File: src/rtl/gpio_bank_pkg.sv
package gpio_bank_pkg;

    localparam int WORD_W     = 32;
    localparam int ADDR_W     = 12;
    localparam int BANK_IDX_W = 3;
    localparam int MAX_BANKS  = 6;

    typedef enum logic [3:0] {
        SEL_NONE  = 4'd0,
        SEL_LEVEL = 4'd1,
        SEL_DIR   = 4'd2,
        SEL_SET   = 4'd3,
        SEL_CLR   = 4'd4,
        SEL_RISE  = 4'd5,
        SEL_FALL  = 4'd6,
        SEL_BYP   = 4'd7,
        SEL_MASK  = 4'd8,
        SEL_STAT  = 4'd9,
        SEL_TYPE  = 4'd10,
        SEL_POL   = 4'd11
    } reg_sel_e;

    typedef struct packed {
        reg_sel_e              sel;
        logic [BANK_IDX_W-1:0] bank;
    } reg_hit_t;

    function automatic int base_of(reg_sel_e s);
        case (s)
            SEL_LEVEL: return 'h004;
            SEL_DIR:   return 'h01C;
            SEL_SET:   return 'h034;
            SEL_CLR:   return 'h04C;
            SEL_RISE:  return 'h064;
            SEL_FALL:  return 'h07C;
            SEL_BYP:   return 'h094;
            SEL_MASK:  return 'h0AC;
            SEL_STAT:  return 'h0C4;
            SEL_TYPE:  return 'h300;
            SEL_POL:   return 'h318;
            default:   return -4096;
        endcase
    endfunction

    function automatic reg_hit_t decode_addr(logic [ADDR_W-1:0] a, int nbanks);
        reg_hit_t r;
        int       d;
        r.sel  = SEL_NONE;
        r.bank = '0;
        for (int k = 1; k <= 11; k++) begin
            d = int'(a) - base_of(reg_sel_e'(4'(k)));
            if (d >= 0 && d < 4 * nbanks && (d % 4) == 0) begin
                r.sel  = reg_sel_e'(4'(k));
                r.bank = BANK_IDX_W'(d / 4);
            end
        end
        return r;
    endfunction

endpackage

File: src/rtl/gpio_pin_cond.sv
module gpio_pin_cond #(
    parameter int FILT_DEPTH = 2
) (
    input  logic clk,
    input  logic rst,
    input  logic pin_raw,
    input  logic bypass,
    output logic synced,
    output logic qualified
);

    logic                  meta_q;
    logic                  sync_q;
    logic [FILT_DEPTH-1:0] hist_q;
    logic                  filt_q;
    logic                  steady;

    assign steady = (hist_q == {FILT_DEPTH{sync_q}});

    always_ff @(posedge clk) begin
        if (rst) begin
            meta_q <= 1'b0;
            sync_q <= 1'b0;
            hist_q <= '0;
            filt_q <= 1'b0;
        end else begin
            meta_q <= pin_raw;
            sync_q <= meta_q;
            hist_q <= FILT_DEPTH'({hist_q, sync_q});
            if (steady)
                filt_q <= sync_q;
        end
    end

    assign synced    = sync_q;
    assign qualified = bypass ? sync_q : filt_q;

    AST_FILT_NEEDS_STABLE: assert property (@(posedge clk) disable iff (rst)
        !$stable(filt_q) |-> ($past(hist_q) == {FILT_DEPTH{$past(sync_q)}}));

endmodule

File: src/rtl/gpio_irq_cell.sv
module gpio_irq_cell (
    input  logic clk,
    input  logic rst,
    input  logic qual,
    input  logic rise_en,
    input  logic fall_en,
    input  logic lvl_mode,
    input  logic act_low,
    input  logic ack,
    output logic status
);

    logic prev_q;
    logic status_q;
    logic edge_evt;
    logic active;

    assign edge_evt = (rise_en & qual & ~prev_q) | (fall_en & ~qual & prev_q);
    assign active   = qual ^ act_low;

    always_ff @(posedge clk) begin
        if (rst) begin
            prev_q   <= 1'b0;
            status_q <= 1'b0;
        end else begin
            prev_q <= qual;
            if (lvl_mode)
                status_q <= active;
            else
                status_q <= edge_evt | (status_q & ~ack);
        end
    end

    assign status = status_q;

    AST_EDGE_SETS: assert property (@(posedge clk) disable iff (rst)
        (!lvl_mode && edge_evt) |=> status_q);

    AST_ACK_CLEARS: assert property (@(posedge clk) disable iff (rst)
        (!lvl_mode && ack && !edge_evt) |=> !status_q);

    AST_LEVEL_TRACKS: assert property (@(posedge clk) disable iff (rst)
        lvl_mode |=> (status_q == $past(active)));

endmodule

File: src/rtl/gpio_banked_ctrl.sv
module gpio_banked_ctrl
    import gpio_bank_pkg::*;
#(
    parameter int NUM_PINS   = 64,
    parameter int FILT_DEPTH = 2
) (
    input  logic                clk,
    input  logic                rst,
    input  logic                req_valid,
    input  logic                req_write,
    input  logic [ADDR_W-1:0]   req_addr,
    input  logic [WORD_W-1:0]   req_wdata,
    output logic [WORD_W-1:0]   rd_data,
    input  logic [NUM_PINS-1:0] pin_in,
    output logic [NUM_PINS-1:0] pin_out,
    output logic [NUM_PINS-1:0] pin_oe,
    output logic                irq
);

    localparam int NUM_BANKS = (NUM_PINS + WORD_W - 1) / WORD_W;
    localparam int TOT_W     = NUM_BANKS * WORD_W;

    function automatic logic [TOT_W-1:0] valid_bits();
        logic [TOT_W-1:0] v;
        for (int i = 0; i < TOT_W; i++)
            v[i] = (i < NUM_PINS);
        return v;
    endfunction

    localparam logic [TOT_W-1:0] PIN_VALID = valid_bits();

    initial assert (NUM_BANKS <= MAX_BANKS);

    logic [TOT_W-1:0] dir_q, out_q, rise_q, fall_q, byp_q, mask_q, type_q, pol_q;
    logic [TOT_W-1:0] synced_w, qual_w, status_w, ack_w;
    logic [WORD_W-1:0] rd_word;
    logic [TOT_W-1:0]  rd_vec;
    reg_hit_t          hit;
    logic              wr, rd;

    assign hit = decode_addr(req_addr, NUM_BANKS);
    assign wr  = req_valid & req_write;
    assign rd  = req_valid & ~req_write;

    // Per-pin conditioning and detection
    for (genvar p = 0; p < TOT_W; p++) begin : g_pin
        if (p < NUM_PINS) begin : g_live
            gpio_pin_cond #(.FILT_DEPTH(FILT_DEPTH)) u_cond (
                .clk       (clk),
                .rst       (rst),
                .pin_raw   (pin_in[p]),
                .bypass    (byp_q[p]),
                .synced    (synced_w[p]),
                .qualified (qual_w[p])
            );
            gpio_irq_cell u_cell (
                .clk      (clk),
                .rst      (rst),
                .qual     (qual_w[p]),
                .rise_en  (rise_q[p]),
                .fall_en  (fall_q[p]),
                .lvl_mode (type_q[p]),
                .act_low  (pol_q[p]),
                .ack      (ack_w[p]),
                .status   (status_w[p])
            );
        end else begin : g_pad
            assign synced_w[p] = 1'b0;
            assign qual_w[p]   = 1'b0;
            assign status_w[p] = 1'b0;
        end
    end

    // Write-one-to-clear strobes for the status array
    always_comb begin
        ack_w = '0;
        if (wr && hit.sel == SEL_STAT) begin
            for (int b = 0; b < NUM_BANKS; b++)
                if (hit.bank == BANK_IDX_W'(b))
                    ack_w[b*WORD_W +: WORD_W] = req_wdata & PIN_VALID[b*WORD_W +: WORD_W];
        end
    end

    // Register writes
    always_ff @(posedge clk) begin
        if (rst) begin
            dir_q  <= '0;
            out_q  <= '0;
            rise_q <= '0;
            fall_q <= '0;
            byp_q  <= '0;
            mask_q <= '0;
            type_q <= '0;
            pol_q  <= '0;
        end else if (wr) begin
            for (int b = 0; b < NUM_BANKS; b++) begin
                if (hit.bank == BANK_IDX_W'(b)) begin
                    case (hit.sel)
                        SEL_DIR:  dir_q[b*WORD_W +: WORD_W]  <= req_wdata & PIN_VALID[b*WORD_W +: WORD_W];
                        SEL_SET:  out_q[b*WORD_W +: WORD_W]  <= out_q[b*WORD_W +: WORD_W]
                                                              | (req_wdata & PIN_VALID[b*WORD_W +: WORD_W]);
                        SEL_CLR:  out_q[b*WORD_W +: WORD_W]  <= out_q[b*WORD_W +: WORD_W] & ~req_wdata;
                        SEL_RISE: rise_q[b*WORD_W +: WORD_W] <= req_wdata & PIN_VALID[b*WORD_W +: WORD_W];
                        SEL_FALL: fall_q[b*WORD_W +: WORD_W] <= req_wdata & PIN_VALID[b*WORD_W +: WORD_W];
                        SEL_BYP:  byp_q[b*WORD_W +: WORD_W]  <= req_wdata & PIN_VALID[b*WORD_W +: WORD_W];
                        SEL_MASK: mask_q[b*WORD_W +: WORD_W] <= req_wdata & PIN_VALID[b*WORD_W +: WORD_W];
                        SEL_TYPE: type_q[b*WORD_W +: WORD_W] <= req_wdata & PIN_VALID[b*WORD_W +: WORD_W];
                        SEL_POL:  pol_q[b*WORD_W +: WORD_W]  <= req_wdata & PIN_VALID[b*WORD_W +: WORD_W];
                        default:  ;
                    endcase
                end
            end
        end
    end

    // Read path
    always_comb begin
        case (hit.sel)
            SEL_LEVEL: rd_vec = synced_w;
            SEL_DIR:   rd_vec = dir_q;
            SEL_RISE:  rd_vec = rise_q;
            SEL_FALL:  rd_vec = fall_q;
            SEL_BYP:   rd_vec = byp_q;
            SEL_MASK:  rd_vec = mask_q;
            SEL_STAT:  rd_vec = status_w;
            SEL_TYPE:  rd_vec = type_q;
            SEL_POL:   rd_vec = pol_q;
            default:   rd_vec = '0;
        endcase
        rd_word = '0;
        for (int b = 0; b < NUM_BANKS; b++)
            if (hit.bank == BANK_IDX_W'(b))
                rd_word = rd_vec[b*WORD_W +: WORD_W];
    end

    always_ff @(posedge clk) begin
        if (rst)
            rd_data <= '0;
        else if (rd)
            rd_data <= rd_word;
    end

    assign pin_out = out_q[NUM_PINS-1:0];
    assign pin_oe  = dir_q[NUM_PINS-1:0];
    assign irq     = |(status_w & mask_q);

    AST_OUT_ONLY_BY_SET_CLR: assert property (@(posedge clk) disable iff (rst)
        !(wr && (hit.sel == SEL_SET || hit.sel == SEL_CLR)) |=> $stable(out_q));

    AST_IRQ_NEEDS_ENABLE: assert property (@(posedge clk) disable iff (rst)
        (mask_q == '0) |-> !irq);

    AST_WO_READ_ZERO: assert property (@(posedge clk) disable iff (rst)
        (rd && (hit.sel == SEL_SET || hit.sel == SEL_CLR || hit.sel == SEL_NONE)) |=> (rd_data == '0));

endmodule

File: config.mk
export PLATFORM = sky130hd
export DESIGN_NAME = gpio_banked_ctrl
export DESIGN_NICKNAME = d
export VERILOG_FILES = /design/src/rtl/gpio_bank_pkg.sv /design/src/rtl/gpio_pin_cond.sv /design/src/rtl/gpio_irq_cell.sv /design/src/rtl/gpio_banked_ctrl.sv
export SDC_FILE = /design/constraint.sdc
export NUM_CORES = 2
export LEC_CHECK = 0
export BUFFER_PORTS_ARGS = -buffer_cell sky130_fd_sc_hd__clkbuf_2
export CORE_MARGIN = 2
export CORE_UTILIZATION = 40
export DETAILED_ROUTE_END_ITERATION = 6
export PLACE_DENSITY_LB_ADDON = 0.15
export SYNTH_ARGS = -nofsm -noshare
export SYNTH_HDL_FRONTEND = slang
export SYNTH_HIERARCHICAL = 1
export SYNTH_SLANG_ARGS = --single-unit
File: constraint.sdc
create_clock -name clk -period 10 [get_ports clk]
set_input_delay 2 -clock clk [delete_from_list [all_inputs] [get_ports clk]]
set_output_delay 2 -clock clk [all_outputs]
set_load 0.02 [all_outputs]
-- Yosys cells after proc, flatten, opt, wreduce, memory -nomap -nowiden
Cells that the tools add are included.
W data, S select, Z words.
- $add $sub $neg: 22
- multipliers: 0
- div/mod/pow operators: 0
- order comparisons: 22
- eq/ne operators: 76
- shift operators: 0
- multiplexer cells: 147
- bitwise gates (word level): 724
- reductions and logical operators: 64
- operators with widths (operator ; number):
    $pmux W64 S9 ; 1
    $logic_not A32 Y1 ; 11
    $and A1 B1 Y1 ; 333
    $not A1 Y1 ; 193
    $ge A13 B1 Y1 const B ; 11
    $lt A13 B5 Y1 const B ; 11
    $eq A2 B2 Y1 ; 64
    $mux W1 ; 128
    $mux W32 ; 4
    $or A1 B1 Y1 ; 128
    $pmux W32 S2 ; 2
    $and A32 B32 Y32 ; 2
    $and A64 B64 Y64 ; 1
    $mux W64 ; 1
    $or A32 B32 Y32 ; 2
    $reduce_or A64 Y1 ; 1
    $xor A1 B1 Y1 ; 64
    $reduce_and A3 Y1 ; 16
    $sub A12 B7 Y13 const B ; 3
    $sub A12 B8 Y13 const B ; 3
    $add A3 B1 Y3 ; 11
    $not A32 Y32 ; 1
    $mux W7 ; 4
    $sub A12 B10 Y13 const B ; 2
    other kinds (15) ; 58
- register bits after elaboration: 992
- latch bits: 0
- bits in writable memories: 0
- memory bits (read-only): 0
- input bits: 112
- output and inout bits: 161
- word-level logic and storage cells: 1456
- memories: 0

-- Logic depth before layout (Yosys ltp)
- depth after elaboration: 23
- mapped depth: 22
- gate-level depth less buffers: 18

-- Modules after synthesis
The synthesis kept the hierarchy.
- modules (own cells, without submodules) (module ; instances ; cells an instance ; area an instance (um2) ; seq. area each (um2)):
    gpio_banked_ctrl ; 1 ; 3236 ; 27259.9 ; 10890.4
    gpio_pin_cond ; 64 ; 13 ; 160.2 ; 100.1
    gpio_irq_cell ; 64 ; 10 ; 95.1 ; 40.0

-- Worst setup path before layout
Ideal clock, no wire load.
- path type: input to register
- from: in req_addr[2]
- to: reg g_pin[10].g_live.u_cell.status_q
- setup time: 0.124 ns
- arrival time: 5.785 ns
- path slack: 4.091 ns
- stages on the path: 19
- buffers on the path: 4
- cells stage by stage: buf_2 > inv_1 > ha_1 > or3b_1 > buf_2 > a41oi_1 > ha_1 > ha_1 > a221o_1 > a221oi_4 > nor3b_2 > buf_4 > nand3_1 > nor3_2 > buf_2 > and2_1 > inv_1 > a21oi_1 > a221oi_2
- cells in the longest elaborated chain, start to end: 22
- elaborated cells on any way between the ends: 108
- ends and longest elaborated chain (element ; line ; source):
    start, declared ; gpio_banked_ctrl.sv:11 ; input logic [ADDR_W-1:0] req_addr,
    $sub A12 B3 Y13 ; gpio_bank_pkg.sv:51 ; d = int'(a) - base_of(reg_sel_e'(4'(k)));
    $ge A13 B1 Y1 (tied with other cells) ; gpio_bank_pkg.sv:52 ; if (d >= 0 && d < 4 * nbanks && (d % 4) == 0) begin
    $logic_and A1 B1 Y1 / $logic_not A32 Y1 (equally long branches) ; gpio_bank_pkg.sv:52 ;
    $logic_and A1 B1 Y1 ; gpio_bank_pkg.sv:52 ;
    $mux W4 ; gpio_bank_pkg.sv:52 ;
    $mux W5 (2 in series) ; gpio_bank_pkg.sv:52 ;
    $mux W6 (4 in series) ; gpio_bank_pkg.sv:52 ;
    $mux W7 (3 in series) ; gpio_bank_pkg.sv:52 ;
    $mux W7 (*) ; gpio_bank_pkg.sv:52 ;
    $eq A4 B4 Y1 / $logic_not A3 Y1 (equally long branches) ; gpio_banked_ctrl.sv:77, gpio_banked_ctrl.sv:79 ;
    $logic_and A1 B1 Y1 / $mux W32 (equally long branches) ; gpio_banked_ctrl.sv:77, gpio_banked_ctrl.sv:79 ;
    $mux W64 (*) ; gpio_banked_ctrl.sv:77 ; if (wr && hit.sel == SEL_STAT) begin
    named net ack_w[10] ; gpio_banked_ctrl.sv:35 ; logic [TOT_W-1:0] synced_w, qual_w, status_w, ack_w;
    $not A1 Y1 (*) ; gpio_irq_cell.sv:30 ; status_q <= edge_evt | (status_q & ~ack);
    $and A1 B1 Y1 (*) ; gpio_irq_cell.sv:30 ;
    $or A1 B1 Y1 (*) ; gpio_irq_cell.sv:30 ;
    $mux W1 (*) ; gpio_irq_cell.sv:27 ; if (lvl_mode)
    end signal, assigned ; gpio_irq_cell.sv:28 ; status_q <= active;
    end signal, assigned ; gpio_irq_cell.sv:30 ;
    end, declared ; gpio_irq_cell.sv:14 ; logic status_q;
The timed path passes the listed nets; every way through them passes the cells marked *.
A chain may end at the register's enable or synchronous reset.

-- Final worst setup path
- from: in req_addr[2]
- to: reg g_pin[47].g_live.u_cell.status_q
- cells in the longest elaborated chain, start to end: 22
- elaborated cells on any way between the ends: 108
- ends and longest elaborated chain (element ; line):
    $sub A12 B3 Y13 ; gpio_bank_pkg.sv:51
    $ge A13 B1 Y1 (tied with other cells) ; gpio_bank_pkg.sv:52
    $logic_and A1 B1 Y1 / $logic_not A32 Y1 (equally long branches) ; gpio_bank_pkg.sv:52
    $logic_and A1 B1 Y1 ; gpio_bank_pkg.sv:52
    $mux W4 ; gpio_bank_pkg.sv:52
    $mux W5 (2 in series) ; gpio_bank_pkg.sv:52
    $mux W6 (4 in series) ; gpio_bank_pkg.sv:52
    $mux W7 (3 in series) ; gpio_bank_pkg.sv:52
    $mux W7 (*) ; gpio_bank_pkg.sv:52
    $eq A3 B1 Y1 / $eq A4 B4 Y1 (equally long branches) ; gpio_banked_ctrl.sv:79, gpio_banked_ctrl.sv:77
    $mux W32 / $logic_and A1 B1 Y1 (equally long branches) ; gpio_banked_ctrl.sv:79, gpio_banked_ctrl.sv:77
    $mux W64 (*) ; gpio_banked_ctrl.sv:77
    named net ack_w[47] ; gpio_banked_ctrl.sv:35
    $not A1 Y1 (*) ; gpio_irq_cell.sv:30
    $and A1 B1 Y1 (*) ; gpio_irq_cell.sv:30
    $or A1 B1 Y1 (*) ; gpio_irq_cell.sv:30
    $mux W1 (*) ; gpio_irq_cell.sv:27
    end signal, assigned ; gpio_irq_cell.sv:28
    end signal, assigned ; gpio_irq_cell.sv:30
    end, declared ; gpio_irq_cell.sv:14
Marked as above.

==> impl_metrics.py <==
metrics = {
    "status": {
        "status": "finished with violations",
        "violations": "DRC",
    },
    "global_route": {
        "antenna_found_initial": 3,
        "grt_pass1_wl_um": 229000,
        "overflow": 0,
        "grt_start_max_net_pins": 188,
        "grt_usage_pct": 27.1,
        "grt_pass1_vias": 34200,
    },
    "pwr": {
        "p_leak_nw": 19.2,
        "vdd_drop_max_mv": 0.143,
        "power_density_nw_per_um2": 173,
        "pwr-share-seq_pct": 46.7,
        "p_switching_mw": 1.97,
        "swShare_pct": 22.9,
        "p_int_mw": 6.62,
        "clkPwrFrac_pct": 49.8,
        "power_mw": 8.59,
        "comb_power_share_pct": 3.5,
    },
    "timing": {
        "fin_crit_ps": 7030,
        "setup_violations": 0,
        "max_freq_mhz": 142,
        "tns_ps": 0,
        "slew_headroom_pct": 20.2,
        "tightest_slew_ps": 1190,
        "hold_viol_final": 0,
        "rsz0062_at_grt": "false",
        "drv_slew": 0,
        "period_share_pct": 70.3,
        "fin_skew_ps": 25.2,
    },
    "yosys": {
        "synthSimpleGateAreaFrac_pct": 19.9,
        "syn_inst": 4708,
        "synth_flop_cell": "dfxtp_1",
        "yosysWarnings": 6,
        "syn_nets": 4853,
        "synth.avg_cell_area_um2": 9.26,
        "synth_top_family_by_area": "compound AO/OA/AOI/OAI gates",
        "synth_async_sr_flop_share_pct": 0,
        "synth_xor_area_share_pct": 1.73,
        "synthAdderAreaFrac_pct": 0.947,
        "netlist_area_um2": 43600,
        "ys_ff_latch": 992,
        "yosysUniqueCellTypes": 114,
        "synth_edf_count": 0,
        "synth_mux_area_share_pct": 6.19,
        "synth-seq-area-share_pct": 45.6,
        "synth_compound_area_share_pct": 20.6,
    },
    "critical_path": {
        "end_kind": "register",
        "reg2reg_slack_ps": 8230,
        "cp.required_ps": 10530,
        "cp-start-kind": "input pin",
        "cp_data_arrival_time_ps": 7560,
        "crit_path_max_fanout": 20,
        "crit_type": "in -> reg",
    },
    "clock_tree": {
        "ctsHoldBuffers": 0,
        "cts_inserted_buffers": 110,
        "clockBufferDepth": 3,
        "cts_root_buffer": "clkbuf_16",
        "post_cts_buffers": 0,
        "ctsResizeCount": 0,
        "clk_latency_ps": 710,
        "htree_num_levels": 3,
        "clkSinkCount": 992,
        "clk_pin_slew_ps": 60,
        "cts_tree": "yes",
    },
    "cells_and_area": {
        "area_delta_synth_final_pct": 13.8,
        "nets": 4985,
        "drive_gt1_share_pct": 16.7,
        "final_cell_mix": "dfxtp_1 (992), nand2_1 (891), a21oi_1 (397)",
        "layout_commonest_cell": "dfxtp_1",
        "fillers": 10500,
    },
    "floorplanning": {
        "core-area_um2": 109000,
        "die-area_um2": 112000,
        "die_w_um": 334,
        "rows": 121,
        "ios": 273,
        "fp.dieH_um": 334,
        "start_util_pct": 40.2,
    },
    "detailed_routing": {
        "dr_total_vias": 36000,
        "drtPass1Iterations": 7,
        "drc": 6,
        "ant_nets": 0,
        "drt_iter0_markers": 3672,
        "vias_per_cell": 5.66,
        "totalWireLength_um": 155000,
        "wl_per_cell_um": 24.5,
    },
    "job": {
        "drv_cap": 0,
    },
    "placement": {
        "portBuffers": 272,
        "dp_hpwl_um": 99200,
        "place_congestion": 0.891,
    },
    "hold_path": {
        "min_path_type": "reg -> reg",
    },
}
per-layer routing:
metal  GRT usage (%)  vias up  part of all wire (%)
met2            43.8     1381                    46
met4            9.74        2                   3.8
met1            36.8    17500                    44
met3            3.64      283                   6.7
met5               0        -                0.0084
li1                -    16800                     -
area by class of cell:
cell class / count / area, um^2 / share of cell area (%)
Antenna cell: 3 / 7.51 / 0.0151
Tap cell: 1414 / 1770 / 3.57
Timing Repair Buffer: 341 / 1910 / 3.86
Inverter: 136 / 510 / 1.03
Multi-Input combinational cell: 3259 / 21700 / 43.8
Clock inverter: 31 / 484 / 0.976
Clock buffer: 172 / 3350 / 6.75
Sequential cell: 992 / 19900 / 40.0
per-stage QoR:
stage	area, um^2	worst slack [ps]	utilization [%]	hold WS, ps	std cells
after detailed placement	45800	2400	42.2	427	6142
after floorplan	43600	4090	-	414	4708
after CTS	49600	3120	45.7	443	6345
after global placement	45800	2520	42.2	416	6142
after global routing	49600	2680	45.7	453	6345
final	49600	2970	45.7	438	6348
flip-flops by register name, summed over array words and instances (netlist names), named ones only:
register / count
g_pin.g_live.u_cond/hist_q: 128
byp_q: 64
fall_q: 64
g_pin.g_live.u_cell/prev_q: 64
g_pin.g_live.u_cell/status: 64
g_pin.g_live.u_cond/filt_q: 64
g_pin.g_live.u_cond/meta_q: 64
g_pin.g_live.u_cond/synced: 64
mask_q: 64
pin_oe: 64
pol_q: 64
rise_q: 64
type_q: 64
rd_data: 32
Yosys cell counts (66+ instances only):
cell type    n  area, um^2
o21ai_0     71         355
o2bb2ai_1   66         578
a221o_1     67         671
nand2b_1    76         475
and2_1      67         419
dfxtp_1    992       19900
nor2b_1    260        1630
a21oi_1    398        1990
buf_2       86         430
nor2_1     160         601
nand2_1    891        3340
a221oi_2    74        1110
xnor2_1     76         666
inv_1      134         503
clkbuf_1   153         574
a21o_1      66         495
a221oi_1    70         613
mux2i_1    195        1950
kinds of logic (layout without fill, tap and decap cells):
family | count (synthesis) | after routing
AOI/OAI and AO/OA | 1159 | 1159
and+or+nand+nor | 1723 | 1723
muxes | 261 | 261
DFF | 992 | 992
adders and majority gates | 33 | 33
buffers and inverters | 457 | 680
xor gates and xnor gates | 83 | 83
other | 0 | 3
final timing paths:
path / cells past startpoint / end / start
setup reg to reg: 5 / rd_data[7] / g_pin[39].g_live.u_cell/status
hold reg to reg: 1 / g_pin[22].g_live.u_cond/synced / g_pin[22].g_live.u_cond/meta_q
setup / recovery: 20 / g_pin[47].g_live.u_cell/status / req_addr[2]
hold / removal: 1 / g_pin[22].g_live.u_cond/synced / g_pin[22].g_live.u_cond/meta_q
power groups by stage:
stage / logic (mW) / registers [mW] / clock network (mW)
final: 0.302 / 4.01 / 4.28
after global routing: 0.323 / 4.01 / 4.52
after CTS: 0.302 / 4.01 / 4.35
after detailed placement: 0.301 / 4.10 / 0
after global placement: 0.303 / 4.10 / 0
after floorplan: 0.174 / 4.09 / 0
worst max-delay path, cell delays in order:
cell and delay [ps]:
clkbuf_2 240, inv_1 400, ha_1 470, or3b_1 520
a41oi_1 320, ha_1 200, ha_1 160, xor2_1 190
nor4_1 60, a211o_1 270, a221oi_4 300, nor3b_2 210
buf_4 380, nand3_1 250, nor3_4 650, buf_4 420
and2_1 180, inv_1 40, a21oi_1 180, a221oi_2 80
Note: power is estimated with default switching activity, not from simulation.
